[src/rtl/frt_pkg.sv]
package frt_pkg;
  localparam int unsigned A_CTRL  = 0;
  localparam int unsigned A_COUNT = 1;
  localparam int unsigned A_CMP0  = 2;
  localparam int unsigned A_CMP1  = 3;
  localparam int unsigned A_FLAGS = 4;
  localparam int unsigned A_CAP0  = 5;
  // flag bit positions
  localparam int unsigned F_OVF  = 0;
  localparam int unsigned F_CMP0 = 1;
  localparam int unsigned F_CMP1 = 2;
  localparam int unsigned F_CAP0 = 3;
  // capture edge select codes
  typedef enum logic [1:0] {
    EDGE_OFF  = 2'b00,
    EDGE_RISE = 2'b01,
    EDGE_FALL = 2'b10,
    EDGE_BOTH = 2'b11
  } edge_sel_e;
endpackage

[src/rtl/frt_prescaler.sv]
module frt_prescaler #(
  parameter int DIV_W = 3
) (
  input  logic             clk,
  input  logic             rst_n,
  input  logic             restart,
  input  logic [DIV_W-1:0] div,
  output logic             tick
);
  localparam int PW = (1 << DIV_W) - 1;

  logic [PW-1:0] phase;
  logic [PW-1:0] mask;

  assign mask = ~({PW{1'b1}} << div);
  assign tick = (phase & mask) == mask;

  always_ff @(posedge clk or negedge rst_n) begin
    if (!rst_n)       phase <= '0;
    else if (restart) phase <= '0;
    else              phase <= phase + PW'(1);
  end

  // with a ratio above 1, two ticks never come back to back
  p_tick_gap_r2: assert property (@(posedge clk) disable iff (!rst_n)
    (tick && div != '0 && !restart) |=> (!tick || div != $past(div)));
endmodule

[src/rtl/frt_counter.sv]
module frt_counter #(
  parameter int CNT_W = 16
) (
  input  logic             clk,
  input  logic             rst_n,
  input  logic             tick,
  input  logic             load,
  input  logic [CNT_W-1:0] load_val,
  input  logic             clr,
  output logic [CNT_W-1:0] cnt,
  output logic             wrap
);
  assign wrap = tick && !load && !clr && (cnt == {CNT_W{1'b1}});

  always_ff @(posedge clk or negedge rst_n) begin
    if (!rst_n)          cnt <= '0;
    else if (load)       cnt <= load_val;
    else if (tick && clr) cnt <= '0;
    else if (tick)       cnt <= cnt + CNT_W'(1);
  end

  // the counter moves only on a tick or a load
  p_hold_r2: assert property (@(posedge clk) disable iff (!rst_n)
    (!tick && !load) |=> $stable(cnt));
endmodule

[src/rtl/frt_capture.sv]
module frt_capture #(
  parameter int CNT_W = 16
) (
  input  logic             clk,
  input  logic             rst_n,
  input  logic             pin,
  input  logic [1:0]       edge_sel,
  input  logic [CNT_W-1:0] count,
  output logic             hit,
  output logic [CNT_W-1:0] value
);
  logic [2:0] sync_q;
  logic       rise, fall;

  assign rise = sync_q[1] & ~sync_q[2];
  assign fall = ~sync_q[1] & sync_q[2];
  assign hit  = (edge_sel[0] & rise) | (edge_sel[1] & fall);

  always_ff @(posedge clk or negedge rst_n) begin
    if (!rst_n) begin
      sync_q <= '0;
      value  <= '0;
    end else begin
      sync_q <= {sync_q[1:0], pin};
      if (hit) value <= count;
    end
  end

  // a capture event stores the counter value seen at that edge
  p_cap_latch_r8: assert property (@(posedge clk) disable iff (!rst_n)
    hit |=> (value == $past(count)));
endmodule

[src/rtl/frt_capcmp.sv]
module frt_capcmp
  import frt_pkg::*;
#(
  parameter int CNT_W  = 16,
  parameter int DIV_W  = 3,
  parameter int NCAP   = 2,
  parameter int ADDR_W = 3
) (
  input  logic                 clk,
  input  logic                 rst_n,
  input  logic                 reg_wr,
  input  logic [ADDR_W-1:0]    reg_addr,
  input  logic [CNT_W-1:0]     reg_wdata,
  output logic [CNT_W-1:0]     reg_rdata,
  input  logic [NCAP-1:0]      cap_in,
  output logic                 cmp_out,
  output logic [3+NCAP-1:0]    irq_flags
);
  localparam int NFLAG  = F_CAP0 + NCAP;
  localparam int CTRL_W = DIV_W + 1 + 2 * NCAP;
  localparam int CLR_B  = DIV_W;
  localparam int EDGE_B = DIV_W + 1;

  logic [CTRL_W-1:0] ctrl_q;
  logic [CNT_W-1:0]  cmp0_q, cmp1_q, cnt;
  logic [NFLAG-1:0]  flags_q, set_v, clr_mask;
  logic              out_q, tick, wrap, cnt_we, step, hit0, hit1, clr_cnt;
  logic [NCAP-1:0]   cap_hit;
  logic [CNT_W-1:0]  cap_val [NCAP];

  assign cnt_we  = reg_wr && reg_addr == ADDR_W'(A_COUNT);
  assign step    = tick && !cnt_we;
  assign hit0    = step && cnt == cmp0_q;
  assign hit1    = step && cnt == cmp1_q;
  assign clr_cnt = ctrl_q[CLR_B] && hit0;

  frt_prescaler #(.DIV_W(DIV_W)) u_pre (
    .clk(clk), .rst_n(rst_n), .restart(cnt_we),
    .div(ctrl_q[DIV_W-1:0]), .tick(tick));

  frt_counter #(.CNT_W(CNT_W)) u_cnt (
    .clk(clk), .rst_n(rst_n), .tick(tick), .load(cnt_we),
    .load_val(reg_wdata), .clr(clr_cnt), .cnt(cnt), .wrap(wrap));

  for (genvar i = 0; i < NCAP; i++) begin : g_cap
    frt_capture #(.CNT_W(CNT_W)) u_cap (
      .clk(clk), .rst_n(rst_n), .pin(cap_in[i]),
      .edge_sel(ctrl_q[EDGE_B + 2*i +: 2]), .count(cnt),
      .hit(cap_hit[i]), .value(cap_val[i]));

    // the capture event raises its flag
    p_cap_flag_r8: assert property (@(posedge clk) disable iff (!rst_n)
      cap_hit[i] |=> flags_q[F_CAP0 + i]);
  end

  always_comb begin
    set_v = '0;
    set_v[F_OVF]  = wrap;
    set_v[F_CMP0] = hit0;
    set_v[F_CMP1] = hit1;
    set_v[F_CAP0 +: NCAP] = cap_hit;
    clr_mask = '0;
    if (reg_wr && reg_addr == ADDR_W'(A_FLAGS)) clr_mask = reg_wdata[NFLAG-1:0];
  end

  always_ff @(posedge clk or negedge rst_n) begin
    if (!rst_n) begin
      ctrl_q  <= '0;
      cmp0_q  <= '0;
      cmp1_q  <= '0;
      flags_q <= '0;
      out_q   <= 1'b0;
    end else begin
      if (reg_wr && reg_addr == ADDR_W'(A_CTRL)) ctrl_q <= reg_wdata[CTRL_W-1:0];
      if (reg_wr && reg_addr == ADDR_W'(A_CMP0)) cmp0_q <= reg_wdata;
      if (reg_wr && reg_addr == ADDR_W'(A_CMP1)) cmp1_q <= reg_wdata;
      flags_q <= (flags_q & ~clr_mask) | set_v;
      if (hit0 || hit1) out_q <= ~out_q;
    end
  end

  always_comb begin
    reg_rdata = '0;
    if (reg_addr == ADDR_W'(A_CTRL))  reg_rdata[CTRL_W-1:0] = ctrl_q;
    if (reg_addr == ADDR_W'(A_COUNT)) reg_rdata = cnt;
    if (reg_addr == ADDR_W'(A_CMP0))  reg_rdata = cmp0_q;
    if (reg_addr == ADDR_W'(A_CMP1))  reg_rdata = cmp1_q;
    if (reg_addr == ADDR_W'(A_FLAGS)) reg_rdata[NFLAG-1:0] = flags_q;
    for (int i = 0; i < NCAP; i++)
      if (reg_addr == ADDR_W'(A_CAP0 + i)) reg_rdata = cap_val[i];
  end

  assign cmp_out   = out_q;
  assign irq_flags = flags_q;

  // the overflow flag rises only after the counter held all ones
  p_ovf_r3: assert property (@(posedge clk) disable iff (!rst_n)
    $rose(flags_q[F_OVF]) |-> ($past(cnt) == {CNT_W{1'b1}}));
  // a clearing match leaves the counter at zero
  p_clr_r4: assert property (@(posedge clk) disable iff (!rst_n)
    clr_cnt |=> (cnt == '0));
  // a compare-1 match raises its flag
  p_match_flag_r5: assert property (@(posedge clk) disable iff (!rst_n)
    hit1 |=> flags_q[F_CMP1]);
  // any match inverts the output, otherwise it holds
  p_toggle_r6: assert property (@(posedge clk) disable iff (!rst_n)
    (hit0 || hit1) |=> (cmp_out != $past(cmp_out)));
  p_hold_out_r6: assert property (@(posedge clk) disable iff (!rst_n)
    !(hit0 || hit1) |=> $stable(cmp_out));
  // a flag not named in a clear write stays set
  p_sticky_r9: assert property (@(posedge clk) disable iff (!rst_n)
    1'b1 |=> ((flags_q & $past(flags_q & ~clr_mask)) == $past(flags_q & ~clr_mask)));
endmodule

[config.mk]
export PLATFORM = sky130hd
export DESIGN_NAME = frt_capcmp
export DESIGN_NICKNAME = d
export VERILOG_FILES = /design/src/rtl/frt_pkg.sv /design/src/rtl/frt_prescaler.sv /design/src/rtl/frt_counter.sv /design/src/rtl/frt_capture.sv /design/src/rtl/frt_capcmp.sv
export SDC_FILE = /design/constraint.sdc
export NUM_CORES = 1
export LEC_CHECK = 0
export BUFFER_PORTS_ARGS = -buffer_cell sky130_fd_sc_hd__buf_2
export CORE_ASPECT_RATIO = 0.9
export CORE_MARGIN = 2
export CORE_UTILIZATION = 56
export DETAILED_ROUTE_END_ITERATION = 6
export GPL_TIMING_DRIVEN = 0
export PLACE_DENSITY_LB_ADDON = 0.1
export SLEW_MARGIN = 20
export SYNTH_ARGS = -nofsm -noshare
export SYNTH_HDL_FRONTEND = slang
export SYNTH_HIERARCHICAL = 1
export SYNTH_SLANG_ARGS = --single-unit
[constraint.sdc]
create_clock -name clk -period 2.4 [get_ports clk]
set_input_delay 0.36 -clock clk [delete_from_list [all_inputs] [get_ports clk]]
set_output_delay 0.36 -clock clk [all_outputs]
set_load 0.005 [all_outputs]
==> PnR_summary.wiki, run 1 <==
{| class="wikitable"
! Metric !! Value
|-
| Distinct cells, synth || 58
|-
| Mean post-synth cell area || 9.63 µm²
|-
| IO Port Bufs || 44
|-
| Vias per cell || 6.61
|-
| Run status || finished with violations
|-
| Proportion of synthesized area in mux cells || 9.45%
|-
| Dominant combinational cell family by area after synthesis || compound AO/OA/AOI/OAI gates
|-
| CTS tree || done
|-
| Count of routing violations after the opening detailed-route iteration || 832
|-
| First-pass GRT wire length || 35000 µm
|-
| Arrival time reported for the critical path endpoint || 2910 ps
|-
| Critical Path Sink Type || register
|-
| Timing-limited maximum frequency || 377 MHz
|-
| Yosys warns || 6
|-
| Core Area || 12100 µm²
|-
| Most common cell in the synthesized netlist || sky130_fd_sc_hd__dfrtp_1
|-
| Min-Delay Path Depth || 1
|-
| Area growth, synth to finish || 13.5%
|-
| Crit Reg-Reg Endpoint || irq_flags[0]
|-
| DPL Wire Length || 15400 µm
|-
| Share of synthesized cell area in and, or, nand and nor gates || 18.6%
|-
| Count of final setup violators || 17
|-
| Routed Wire Length || 22100 µm
|-
| Power density over the cells || 966 nW/µm²
|-
| Fillers || 1005
|-
| Failing checks || setup timing
|-
| CTS Buf Count || 9
|-
| Aggregate global-route resource usage || 34.8%
|-
| Clock transition at the register clock pins on the worst setup and hold paths after CTS || 80 ps
|-
| Share of the synthesized area in the top cell type || 38.4%
|-
| Antenna violations before repair || 0
|-
| Required @ worst endpoint || 2660 ps
|-
| Number of synthesized flops with an enable pin || 0
|-
| Cell count after placement || 928
|-
| I/O pin count || 46
|-
| Post-synthesis cell type with the largest combined area || sky130_fd_sc_hd__dfrtp_1
|-
| Final hold violation count || 0
|-
| Number of cell instances on the worst register-to-register path || 15
|-
| Max Cap Viol || 0
|-
| Post-route ant nets || 0
|-
| Largest net degree at the start of global routing || 58
|-
| Drt first pass iters || 6
|-
| Type of the setup path with the least slack || reg -> reg
|-
| Count of pins over their slew limit || 0
|-
| Per-cell routed wire length || 23.1 µm
|-
| Number of sinks driven by the clock tree || 107
|-
| Total DRC errors in the routed layout || 0
|-
| Transition time of the tightest slew-check pin || 697 ps
|-
| Number of standard cells in the final layout excluding fillers || 957
|-
| Fin crit share || 110%
|-
| Portion of the post-synthesis area used by sequential elements || 38.4%
|-
| Starting density of the core || 57.7%
|-
| TNS Setup || -2880 ps
|-
| Die extent in x || 122 µm
|-
| Netlist area before placement || 6970 µm²
|-
| Total grt overflow || 0
|-
| Post-Layout Inst Area || 7910 µm²
|-
| Most common library cells after synthesis || sky130_fd_sc_hd__dfrtp_1 (107), sky130_fd_sc_hd__o22ai_1 (58), sky130_fd_sc_hd__nand2_1 (41), sky130_fd_sc_hd__nor2_1 (41), sky130_fd_sc_hd__nor3_1 (37)
|-
| Clock latency reported for the late side of the worst-skew pair || 370 ps
|-
| DIE AREA || 13300 µm²
|-
| Synth top area cells || sky130_fd_sc_hd__dfrtp_1 (38%), sky130_fd_sc_hd__mux2_2 (5.8%), sky130_fd_sc_hd__o22ai_1 (5.2%), sky130_fd_sc_hd__a211oi_2 (3.6%), sky130_fd_sc_hd__nor3b_1 (3.6%)
|-
| Final net count || 818
|-
| Number of diodes || 0
|-
| Setup repair after global routing missed its margin || true
|-
| Via count of the first global-routing pass || 6140
|-
| Share of async-settable or async-resettable flops after synthesis || 100%
|-
| Worst hold start || cap_in[1]
|-
| Static leakage power || 3.22 nW
|-
| Number of levels in the clock H-tree || 3
|-
| Final RePlAce weighted congestion || 0.947
|-
| Setup slack of the most critical reg-to-reg path || -250 ps
|-
| Worst voltage drop across the vdd grid || 0.691 mV
|-
| Synth Area in Compound Gates || 21.9%
|-
| Clock Skew || 8.45 ps
|-
| Post-synthesis share of cell area spent on full adders, half adders and majority gates || 0.359%
|-
| Worst setup SP type || register
|-
| Overall via count from detail_route || 6326
|-
| Total cell area at the placement stage || 7420 µm²
|-
| Type of the tightest min-delay check || in -> reg
|-
| Buffer depth of the longest clock path || 2
|-
| Slack of the critical path || -252 ps
|-
| Hold path endpoint || g_cap[1].u_cap/sync_q[0]
|-
| Most used flip-flop cell after synthesis || sky130_fd_sc_hd__dfrtp_1
|-
| Post-synthesis sequential element count || 107
|-
| Cell count after synthesis || 723
|-
| Tightest slew margin relative to the limit || 53.5%
|-
| Shortest period the worst path allows || 2650 ps
|-
| Layout cell share with drive strength beyond 1 || 24.5%
|-
| Placement row count || 38
|-
| Maximum fanout along the worst path || 6
|-
| Startpoint of the worst-slack reg-to-reg timing path || ctrl_q[0]
|-
| Root cell of the clock tree || sky130_fd_sc_hd__clkbuf_16
|-
| Y dimension of the die || 110 µm
|-
| Worst setup timing slack at the placement stage || -902 ps
|-
| Post-synthesis net count || 749
|-
| Xor/xnor share of the synthesized area || 5.03%
|-
| Share of the core filled with cells || 65.5%
|}
[routing by layer]
layer / wire length [µm] / vias to the layer above / global-route usage [%]
met5: 0 / - / 0
met4: 831 / 0 / 14.9
met1: 9710 / 3084 / 49.6
li1: - / 2822 / -
met2: 9450 / 357 / 51.1
met3: 2140 / 63 / 7.78
[metrics by stage]
step	hold slack (ps)	power, W
finish	102	0.00764
CTS	94.2	0.00753
floorplan	64.4	0.00479
detailed placement	336	0.00578
global route	94.5	0.00803
global placement	337	0.00566
[sequential cells by signal, summed over array words and instances, names as in the netlist]
signal              cells
cmp0_q                 16
irq_flags               5
u_cnt/cnt              16
cmp_out                 1
g_cap.u_cap/value      32
ctrl_q                  8
u_pre/phase             7
g_cap.u_cap/sync_q      6
cmp1_q                 16
[power breakdown]
part	leakage, nW	total [W]	internal [W]	switching, W
clock network	0.152	0.00161	0.000841	0.000773
registers	1.27	0.00341	0.00232	0.00109
logic	1.79	0.00262	0.00132	0.00130
total	3.22	0.00764	0.00448	0.00316
[logic make-up (layout without fill, tap and decap cells)]
group / count (synthesis) / after routing
AO/OA/AOI/OAI: 216 / 216
XOR/XNOR: 40 / 40
adder cells (fa/ha/maj): 2 / 2
buffers and inverters: 66 / 140
flip-flops: 107 / 107
multiplexers: 60 / 60
AND/OR/NAND/NOR: 232 / 232
[critical path, cell delays in order, from the launching register on]
cell and delay (ps):
sky130_fd_sc_hd__dfrtp_1 420, sky130_fd_sc_hd__inv_1 70, sky130_fd_sc_hd__o21ai_1 50, sky130_fd_sc_hd__a21o_1 150, sky130_fd_sc_hd__a222oi_1 340, sky130_fd_sc_hd__buf_4 200, sky130_fd_sc_hd__o21ai_2 60, sky130_fd_sc_hd__nor2_1 120
sky130_fd_sc_hd__nand4_1 190, sky130_fd_sc_hd__nor2_4 180, sky130_fd_sc_hd__or3b_1 130, sky130_fd_sc_hd__buf_6 130, sky130_fd_sc_hd__buf_8 120, sky130_fd_sc_hd__nor3_4 40, sky130_fd_sc_hd__and3_4 200, sky130_fd_sc_hd__a21o_1 150
[cell usage in the layout, fill, tap and decap left out, drive strengths merged, types with 7 or more instances in the layout]
cell type and instances:
dfrtp 107, buf 96, o22ai 58, mux2 46, nand2 41, nor2 41
nor3 40, o21ai 36, nor3b 34, nor2b 33, o21a 32, a211oi 32
xor2 27, a21oi 26, clkbuf 25, inv 16, mux2i 14, xnor2 13
nor4 10, nand3 9, nand4 8, a22oi 7
[area by class of cell]
type / instances / area, µm² / share of cell area (%)
Buffer: 55 / 394 / 4.98
Clock buffer: 9 / 225 / 2.85
Clock inverter: 7 / 88.8 / 1.12
Inverter: 11 / 41.3 / 0.522
Multi-Input combinational cell: 550 / 3900 / 49.3
Sequential cell: 107 / 2680 / 33.9
Tap cell: 160 / 200 / 2.53
Timing Repair Buffer: 58 / 378 / 4.78
[worst max-delay path by stage]
stage                   end  startpoint
2_1_floorplan  irq_flags[0]   ctrl_q[0]
3_3_place_gp   irq_flags[0]   ctrl_q[0]
3_5_place_dp   irq_flags[0]   ctrl_q[0]
4_1_cts        irq_flags[0]   ctrl_q[0]
5_1_grt        irq_flags[0]   ctrl_q[0]
6_report       irq_flags[0]   ctrl_q[0]
[what timing repair did]
action,in CTS,in global routing
endpoints found under the setup margin,17,17
cloned,1,0
pin swaps,8,9
hold buffers,1,0
setup buffers,7,4
endpoints found under the hold margin,50,0
gates resized for setup,16,10
(Power assumes the default switching activity.)
==> inputs of run 2 (changes only) <==
--- a/config.mk
+++ b/config.mk
@@ -6,12 +6,12 @@
 export NUM_CORES = 1
 export LEC_CHECK = 0
 export BUFFER_PORTS_ARGS = -buffer_cell sky130_fd_sc_hd__buf_2
-export CORE_ASPECT_RATIO = 0.9
+export CORE_ASPECT_RATIO = 1.25
 export CORE_MARGIN = 2
 export CORE_UTILIZATION = 56
 export DETAILED_ROUTE_END_ITERATION = 6
 export GPL_TIMING_DRIVEN = 0
-export PLACE_DENSITY_LB_ADDON = 0.1
+export PLACE_DENSITY = 0.88
 export SLEW_MARGIN = 20
 export SYNTH_ARGS = -nofsm -noshare
 export SYNTH_HDL_FRONTEND = slang
==> constraint.sdc (replaced) <==
create_clock -name clk -period 2.4 [get_ports clk]
set_input_delay 0.36 -clock clk [delete_from_list [all_inputs] [get_ports clk]]
set_output_delay 0.36 -clock clk [all_outputs]
set_load 0.1 [all_outputs]
==> run 2 against run 1 <==
The flow still finishes with violations (setup timing). Critical path type unchanged. Total power up 6.3%. Highest routed layer unchanged. Cell count up 0.42%. Combinational power up 20%. Global-route usage down 3.4 points. Clock skew about the same.
==> PnR_summary.wiki, run 2 (same netlist as run 1, synthesis figures left out) <==
{| class="wikitable"
! Metric !! Value
|-
| Number of cell instances on the worst register-to-register path || 14 (was 15)
|-
| Post-route ant nets || 0 (unchanged)
|-
| First-pass GRT wire length || 32800 µm (was 35000 µm)
|-
| Tightest slew margin relative to the limit || 52.8% (was 53.5%)
|-
| Worst voltage drop across the vdd grid || 0.533 mV (was 0.691 mV)
|-
| Clock transition at the register clock pins on the worst setup and hold paths after CTS || 80 ps (about the same)
|-
| Worst hold start || cap_in[0] (was cap_in[1])
|-
| Area growth, synth to finish || 16.4% (was 13.5%)
|-
| Transition time of the tightest slew-check pin || 705 ps (was 697 ps)
|-
| CTS Buf Count || 9 (unchanged)
|-
| DPL Wire Length || 14200 µm (was 15400 µm)
|-
| Via count of the first global-routing pass || 6101 (was 6140)
|-
| Vias per cell || 6.72 (was 6.61)
|-
| Most used cells in the layout excluding fill and tap cells || sky130_fd_sc_hd__dfrtp_1 (97), sky130_fd_sc_hd__o22ai_1 (52), sky130_fd_sc_hd__buf_2 (51) (was sky130_fd_sc_hd__dfrtp_1 (102), sky130_fd_sc_hd__buf_2 (60), sky130_fd_sc_hd__o22ai_1 (58))
|-
| Number of standard cells in the final layout excluding fillers || 961 (was 957)
|-
| Core Area || 12200 µm² (was 12100 µm²)
|-
| Critical Path Sink Type || register (unchanged)
|-
| Starting density of the core || 57.3% (was 57.7%)
|-
| Hold path endpoint || g_cap[0].u_cap/sync_q[0] (was g_cap[1].u_cap/sync_q[0])
|-
| Biggest cell delay along the critical path || 420 ps (about the same)
|-
| Crit Reg-Reg Endpoint || irq_flags[0] (unchanged)
|-
| IO Port Bufs || 44 (unchanged)
|-
| Power density over the cells || 1000 nW/µm² (was 966 nW/µm²)
|-
| CTS tree || done (unchanged)
|-
| Overall via count from detail_route || 6454 (was 6326)
|-
| Total cell area at the placement stage || 7510 µm² (was 7420 µm²)
|-
| Clock Skew || 8.80 ps (was 8.45 ps)
|-
| Required @ worst endpoint || 2660 ps (about the same)
|-
| Aggregate global-route resource usage || 31.4% (was 34.8%)
|-
| Run status || finished with violations (unchanged)
|-
| Count of routing violations after the opening detailed-route iteration || 798 (was 832)
|-
| Type of the tightest min-delay check || in -> reg (unchanged)
|-
| TNS Setup || -3860 ps (was -2880 ps)
|-
| Setup repair after global routing missed its margin || true (unchanged)
|-
| DIE AREA || 13400 µm² (was 13300 µm²)
|-
| CP dominant cell by count || sky130_fd_sc_hd__a21o_1 (unchanged)
|-
| Count of final setup violators || 18 (was 17)
|-
| Layout cell share with drive strength beyond 1 || 29.2% (was 24.5%)
|-
| Buffer depth of the longest clock path || 2 (unchanged)
|-
| Launch point of the critical path || ctrl_q[0] (unchanged)
|-
| Static leakage power || 3.24 nW (was 3.22 nW)
|-
| Per-cell routed wire length || 22.0 µm (was 23.1 µm)
|-
| Total DRC errors in the routed layout || 0 (unchanged)
|-
| Max Cap Viol || 0 (unchanged)
|-
| I/O pin count || 46 (unchanged)
|-
| Y dimension of the die || 129 µm (was 110 µm)
|-
| Number of sinks driven by the clock tree || 107 (unchanged)
|-
| Slack of the critical path || -305 ps (was -252 ps)
|-
| Final net count || 818 (unchanged)
|-
| Count of pins over their slew limit || 0 (unchanged)
|-
| Die extent in x || 104 µm (was 122 µm)
|-
| Arrival time reported for the critical path endpoint || 2960 ps (was 2910 ps)
|-
| Min-Delay Path Depth || 1 (unchanged)
|-
| Failing checks || setup timing (unchanged)
|-
| Routed Wire Length || 21100 µm (was 22100 µm)
|-
| Final RePlAce weighted congestion || 0.951 (was 0.947)
|-
| Largest net degree at the start of global routing || 65 (was 58)
|-
| Leading cell type in the layout, fill and taps excluded || sky130_fd_sc_hd__dfrtp_1 (unchanged)
|-
| Clock latency reported for the late side of the worst-skew pair || 360 ps (was 370 ps)
|-
| Number of levels in the clock H-tree || 3 (unchanged)
|-
| Worst setup timing slack at the placement stage || -715 ps (was -902 ps)
|-
| Register name with the most flops || g_cap.u_cap/value (unchanged)
|-
| Shortest period the worst path allows || 2710 ps (was 2650 ps)
|-
| Total grt overflow || 0 (unchanged)
|-
| Cell count after placement || 932 (was 928)
|-
| Fin crit share || 113% (was 110%)
|-
| Share of the core filled with cells || 66.7% (was 65.5%)
|-
| Setup slack of the most critical reg-to-reg path || -310 ps (was -250 ps)
|-
| Worst setup SP type || register (unchanged)
|-
| Antenna violations before repair || 0 (unchanged)
|-
| Root cell of the clock tree || sky130_fd_sc_hd__clkbuf_16 (unchanged)
|-
| Post-Layout Inst Area || 8110 µm² (was 7910 µm²)
|-
| Flip-flop count of the largest register after layout || 32 (unchanged)
|-
| Timing-limited maximum frequency || 370 MHz (was 377 MHz)
|-
| Startpoint of the worst-slack reg-to-reg timing path || ctrl_q[0] (unchanged)
|-
| List of cells traversed by the critical path || inv_1 > o21ai_1 > a21o_1 > a222oi_1 > buf_4 > o21ai_2 > nor2_1 > nand4_1 > nor2_4 > or3b_4 > buf_8 > nor3_4 > and3_4 > a21o_1 (was inv_1 > o21ai_1 > a21o_1 > a222oi_1 > buf_4 > o21ai_2 > nor2_1 > nand4_1 > nor2_4 > or3b_1 > buf_6 > buf_8 > nor3_4 > and3_4 > a21o_1)
|-
| Drt first pass iters || 6 (unchanged)
|-
| Final hold violation count || 0 (unchanged)
|-
| Type of the setup path with the least slack || reg -> reg (unchanged)
|-
| Placement row count || 45 (was 38)
|-
| Number of diodes || 0 (unchanged)
|-
| Maximum fanout along the worst path || 8 (was 6)
|-
| Standard cell with the maximum stage delay on the critical path || sky130_fd_sc_hd__dfrtp_1 (unchanged)
|}
run 2: cell count changes in the layout (fill, tap and decap cells not counted), sizes merged:
cell,before,now
clkbuf,25,26
buf,96,95
run 2: critical path, delay by kind of cell, from the launching register on:
family / cells / cell delay, ps
buffers and inverters: 3 / 420
AOI/OAI and AO/OA: 5 / 790
DFF: 1 / 420
and+or+nand+nor: 6 / 940
run 2: power breakdown:
group | internal [W] | total [W] | switching (W)
clock | 0.000841 | 0.00161 | 0.000766
combinational | 0.00135 | 0.00315 | 0.00180
sequential | 0.00233 | 0.00336 | 0.00103
total | 0.00452 | 0.00812 | 0.00360
run 2: what timing repair did:
item / in CTS / in global routing
hold endpoints to repair: 43 / 0
setup buffers: 11 / 3
endpoints found under the setup margin: 31 / 20
resized for setup: 36 / 31
hold buffers: 1 / 0
pin swaps: 11 / 14
run 2: cell type report:
cell class | count | area [µm²]
buffer | 54 | 385
inverter | 11 | 41.3
timing repair buffer | 59 | 403
tap | 164 | 205
fill | 932 | 4050
sequential | 107 | 2690
multi-input combinational | 550 | 4070
clock inverter | 7 | 88.8
clock buffer | 9 | 225
run 2: metrics by stage:
step | total power [W] | hold slack, ps
2_1_floorplan | 0.00529 | 64.4
3_3_place_gp | 0.00604 | 332
3_5_place_dp | 0.00616 | 314
4_1_cts | 0.00790 | 101
5_1_grt | 0.00846 | 97.4
6_report | 0.00812 | 104
run 2: worst max path at each step:
stage	end	slack (ps)
global route	irq_flags[0]	-330
finish	irq_flags[0]	-310
global placement	irq_flags[0]	-660
detailed placement	u_cnt/cnt[14]	-710
floorplan	reg_rdata[15]	-580
CTS	irq_flags[0]	-150
run 2: metal layers:
layer	vias to the layer above	wire, µm	track usage [%]
met3	79	1840	5.02
met1	3101	8370	42.2
li1	2823	-	-
met4	0	1030	16.5
met5	-	0	0
met2	451	9900	49.6
==> inputs of run 3 (changes only) <==
--- a/config.mk
+++ b/config.mk
@@ -12,6 +12,7 @@
 export DETAILED_ROUTE_END_ITERATION = 6
 export GPL_TIMING_DRIVEN = 0
 export PLACE_DENSITY = 0.88
+export SKIP_LAST_GASP = 1
 export SLEW_MARGIN = 20
 export SYNTH_ARGS = -nofsm -noshare
 export SYNTH_HDL_FRONTEND = slang
==> run 3 against run 2 <==
The run still ends with setup timing left. Total power decreased by 0.28%. Flip-flop and latch count unchanged. Sequential power about the same. Global-route usage decreased by 0.066 points. Via count about the same. Setup slack improved by 4.2 ps. Core utilization decreased by 0.051 points. Combinational power about the same. Critical path type unchanged. Largest power group unchanged.
==> PnR_summary.wiki, run 3 (same netlist as run 1, synthesis figures left out) <==
{| class="wikitable"
! Metric !! Value
|-
| Run status || finished with violations (unchanged)
|-
| Failing checks || setup timing (unchanged)
|-
| Arrival time reported for the critical path endpoint || 2960 ps (about the same)
|-
| Die extent in x || 104 µm (unchanged)
|-
| List of cells traversed by the critical path || inv_1 > o21ai_1 > a21o_1 > a222oi_1 > buf_4 > o21ai_2 > nor2_1 > nand4_1 > nor2_4 > or3b_4 > buf_8 > nor3_4 > and3_4 > a21o_1 (unchanged)
|-
| Type of the setup path with the least slack || reg -> reg (unchanged)
|-
| Placement row count || 45 (unchanged)
|-
| Clock transition at the register clock pins on the worst setup and hold paths after CTS || 80 ps (about the same)
|-
| Slack of the critical path || -301 ps (was -305 ps)
|-
| Setup repair after global routing missed its margin || true (unchanged)
|-
| Starting density of the core || 57.3% (unchanged)
|-
| Post-route ant nets || 0 (unchanged)
|-
| Critical Path Sink Type || register (unchanged)
|-
| Number of buffers and inverters on the critical path || 3 (unchanged)
|-
| Buffer depth of the longest clock path || 2 (unchanged)
|-
| DIE AREA || 13400 µm² (unchanged)
|-
| Core Area || 12200 µm² (unchanged)
|-
| TNS Setup || -4030 ps (was -3860 ps)
|-
| Largest net degree at the start of global routing || 65 (unchanged)
|-
| Shortest period the worst path allows || 2700 ps (was 2710 ps)
|-
| CTS tree || done (unchanged)
|-
| Count of final setup violators || 20 (was 18)
|-
| Vias per cell || 6.72 (about the same)
|-
| Number of sinks driven by the clock tree || 107 (unchanged)
|-
| Fin crit share || 113% (about the same)
|-
| Root cell of the clock tree || sky130_fd_sc_hd__clkbuf_16 (unchanged)
|-
| Y dimension of the die || 129 µm (unchanged)
|-
| Total DRC errors in the routed layout || 0 (unchanged)
|-
| Max Cap Viol || 0 (unchanged)
|-
| Final hold violation count || 0 (unchanged)
|-
| Worst voltage drop across the vdd grid || 0.530 mV (was 0.533 mV)
|-
| Type of the tightest min-delay check || in -> reg (unchanged)
|-
| Flip-flop count of the largest register after layout || 32 (unchanged)
|-
| Clock Skew || 7.26 ps (was 8.80 ps)
|-
| Top delay family on crit path || simple AND/OR/NAND/NOR gates (unchanged)
|-
| Met1 GRT Util || 42.0% (was 42.2%)
|-
| Antenna violations before repair || 0 (unchanged)
|-
| Layout cell share with drive strength beyond 1 || 29.0% (was 29.2%)
|-
| Maximum fanout along the worst path || 8 (unchanged)
|-
| Per-cell routed wire length || 22.1 µm (was 22.0 µm)
|-
| Final RePlAce weighted congestion || 0.951 (unchanged)
|-
| Grt met3 use || 5.12% (was 5.02%)
|-
| Standard cell with the maximum stage delay on the critical path || sky130_fd_sc_hd__dfrtp_1 (unchanged)
|-
| DPL Wire Length || 14200 µm (unchanged)
|-
| Most used cells in the layout excluding fill and tap cells || sky130_fd_sc_hd__dfrtp_1 (98), sky130_fd_sc_hd__o22ai_1 (52), sky130_fd_sc_hd__buf_2 (51) (was sky130_fd_sc_hd__dfrtp_1 (97), sky130_fd_sc_hd__o22ai_1 (52), sky130_fd_sc_hd__buf_2 (51))
|-
| Aggregate global-route resource usage || 31.3% (was 31.4%)
|-
| Overall via count from detail_route || 6456 (was 6454)
|-
| Static leakage power || 3.24 nW (about the same)
|-
| Count of routing violations after the opening detailed-route iteration || 842 (was 798)
|-
| Area growth, synth to finish || 16.3% (was 16.4%)
|-
| Register name with the most flops || g_cap.u_cap/value (unchanged)
|-
| Biggest cell delay along the critical path || 420 ps (about the same)
|-
| Timing-limited maximum frequency || 370 MHz (about the same)
|-
| Power density over the cells || 999 nW/µm² (was 1000 nW/µm²)
|-
| Drt first pass iters || 5 (was 6)
|-
| CP dominant cell by count || sky130_fd_sc_hd__a21o_1 (unchanged)
|-
| Global routing's busiest layer || met2 (unchanged)
|-
| Required @ worst endpoint || 2650 ps (was 2660 ps)
|-
| Total grt overflow || 0 (unchanged)
|-
| IO Port Bufs || 44 (unchanged)
|-
| Worst setup timing slack at the placement stage || -715 ps (unchanged)
|-
| Routed Wire Length || 21200 µm (was 21100 µm)
|-
| Number of levels in the clock H-tree || 3 (unchanged)
|-
| Leading cell type in the layout, fill and taps excluded || sky130_fd_sc_hd__dfrtp_1 (unchanged)
|-
| Worst setup SP type || register (unchanged)
|-
| I/O pin count || 46 (unchanged)
|-
| Transition time of the tightest slew-check pin || 715 ps (was 705 ps)
|-
| Count of pins over their slew limit || 0 (unchanged)
|-
| Tightest slew margin relative to the limit || 52.1% (was 52.8%)
|-
| Clock latency reported for the late side of the worst-skew pair || 350 ps (was 360 ps)
|-
| CTS Buf Count || 9 (unchanged)
|-
| Number of diodes || 0 (unchanged)
|-
| Via count of the first global-routing pass || 6079 (was 6101)
|-
| Final net count || 818 (unchanged)
|-
| Met2 Resource Use GR || 49.8% (was 49.6%)
|-
| First-pass GRT wire length || 32700 µm (was 32800 µm)
|}
## run 3: per-layer routing
metal | up-vias | share of wire (%)
met3 | 76 | 8.9
met4 | 0 | 4.3
met5 | - | 0
li1 | 2825 | -
met2 | 448 | 47
met1 | 3107 | 40
## run 3: repair_timing
item / CTS / global route
buffers inserted: 11 / 3
setup endpoints to repair: 31 / 27
gates resized for setup: 34 / 30
pin swaps: 10 / 13
endpoints found under the hold margin: 43 / 0
hold buffers: 1 / 0
## run 3: area by class of cell
type                    count  area [µm²]
multi-input cells         550        4070
fillers                   941        4060
well taps                 164         205
inverters                  11        41.3
clock buffers               9         225
flip-flops and latches    107        2690
repair buffers             59         403
plain buffers              54         385
clock inverters             7        88.8
## run 3: path summary, 6_finish.rpt
path,from,endpoint,slack (ps),depth (start not counted)
worst max-delay path,ctrl_q[0],irq_flags[0],-300,14
worst min-delay path,cap_in[0],g_cap[0].u_cap/sync_q[0],100,1
worst max register to register,ctrl_q[0],irq_flags[0],-300,14
worst min register to register,g_cap[0].u_cap/sync_q[0],g_cap[0].u_cap/sync_q[1],360,0
max in group asynchronous,rst_n,u_cnt/cnt[9],1230,3
min in group asynchronous,rst_n,g_cap[0].u_cap/sync_q[0],480,2
## run 3: metrics by stage
stage,cell area (µm²),std cells,hold slack (ps),utilization [%],total power (W)
final,8100,961,104,66.6,0.00810
after global routing,8100,961,97.4,66.6,0.00846
after CTS,8020,960,101,66.0,0.00790
after detailed placement,7510,932,314,61.8,0.00616
after global placement,7480,931,332,61.5,0.00604
after floorplan,7050,723,64.4,-,0.00529
## run 3: worst register-to-register path: cells and delay by family (launching register included)
family | cells | cell delay, ps
AO/OA/AOI/OAI | 5 | 810
buffers and inverters | 3 | 430
flip-flops | 1 | 420
AND/OR/NAND/NOR | 6 | 950
## run 3: where the power goes
| group | internal [W] | leakage [nW] | total, W | switching [W] |
|---|---|---|---|---|
| Clock | 0.000840 | 0.152 | 0.00159 | 0.000752 |
| Sequential | 0.00233 | 1.27 | 0.00335 | 0.00103 |
| Combinational | 0.00135 | 1.82 | 0.00315 | 0.00180 |
| Total | 0.00451 | 3.24 | 0.00810 | 0.00358 |
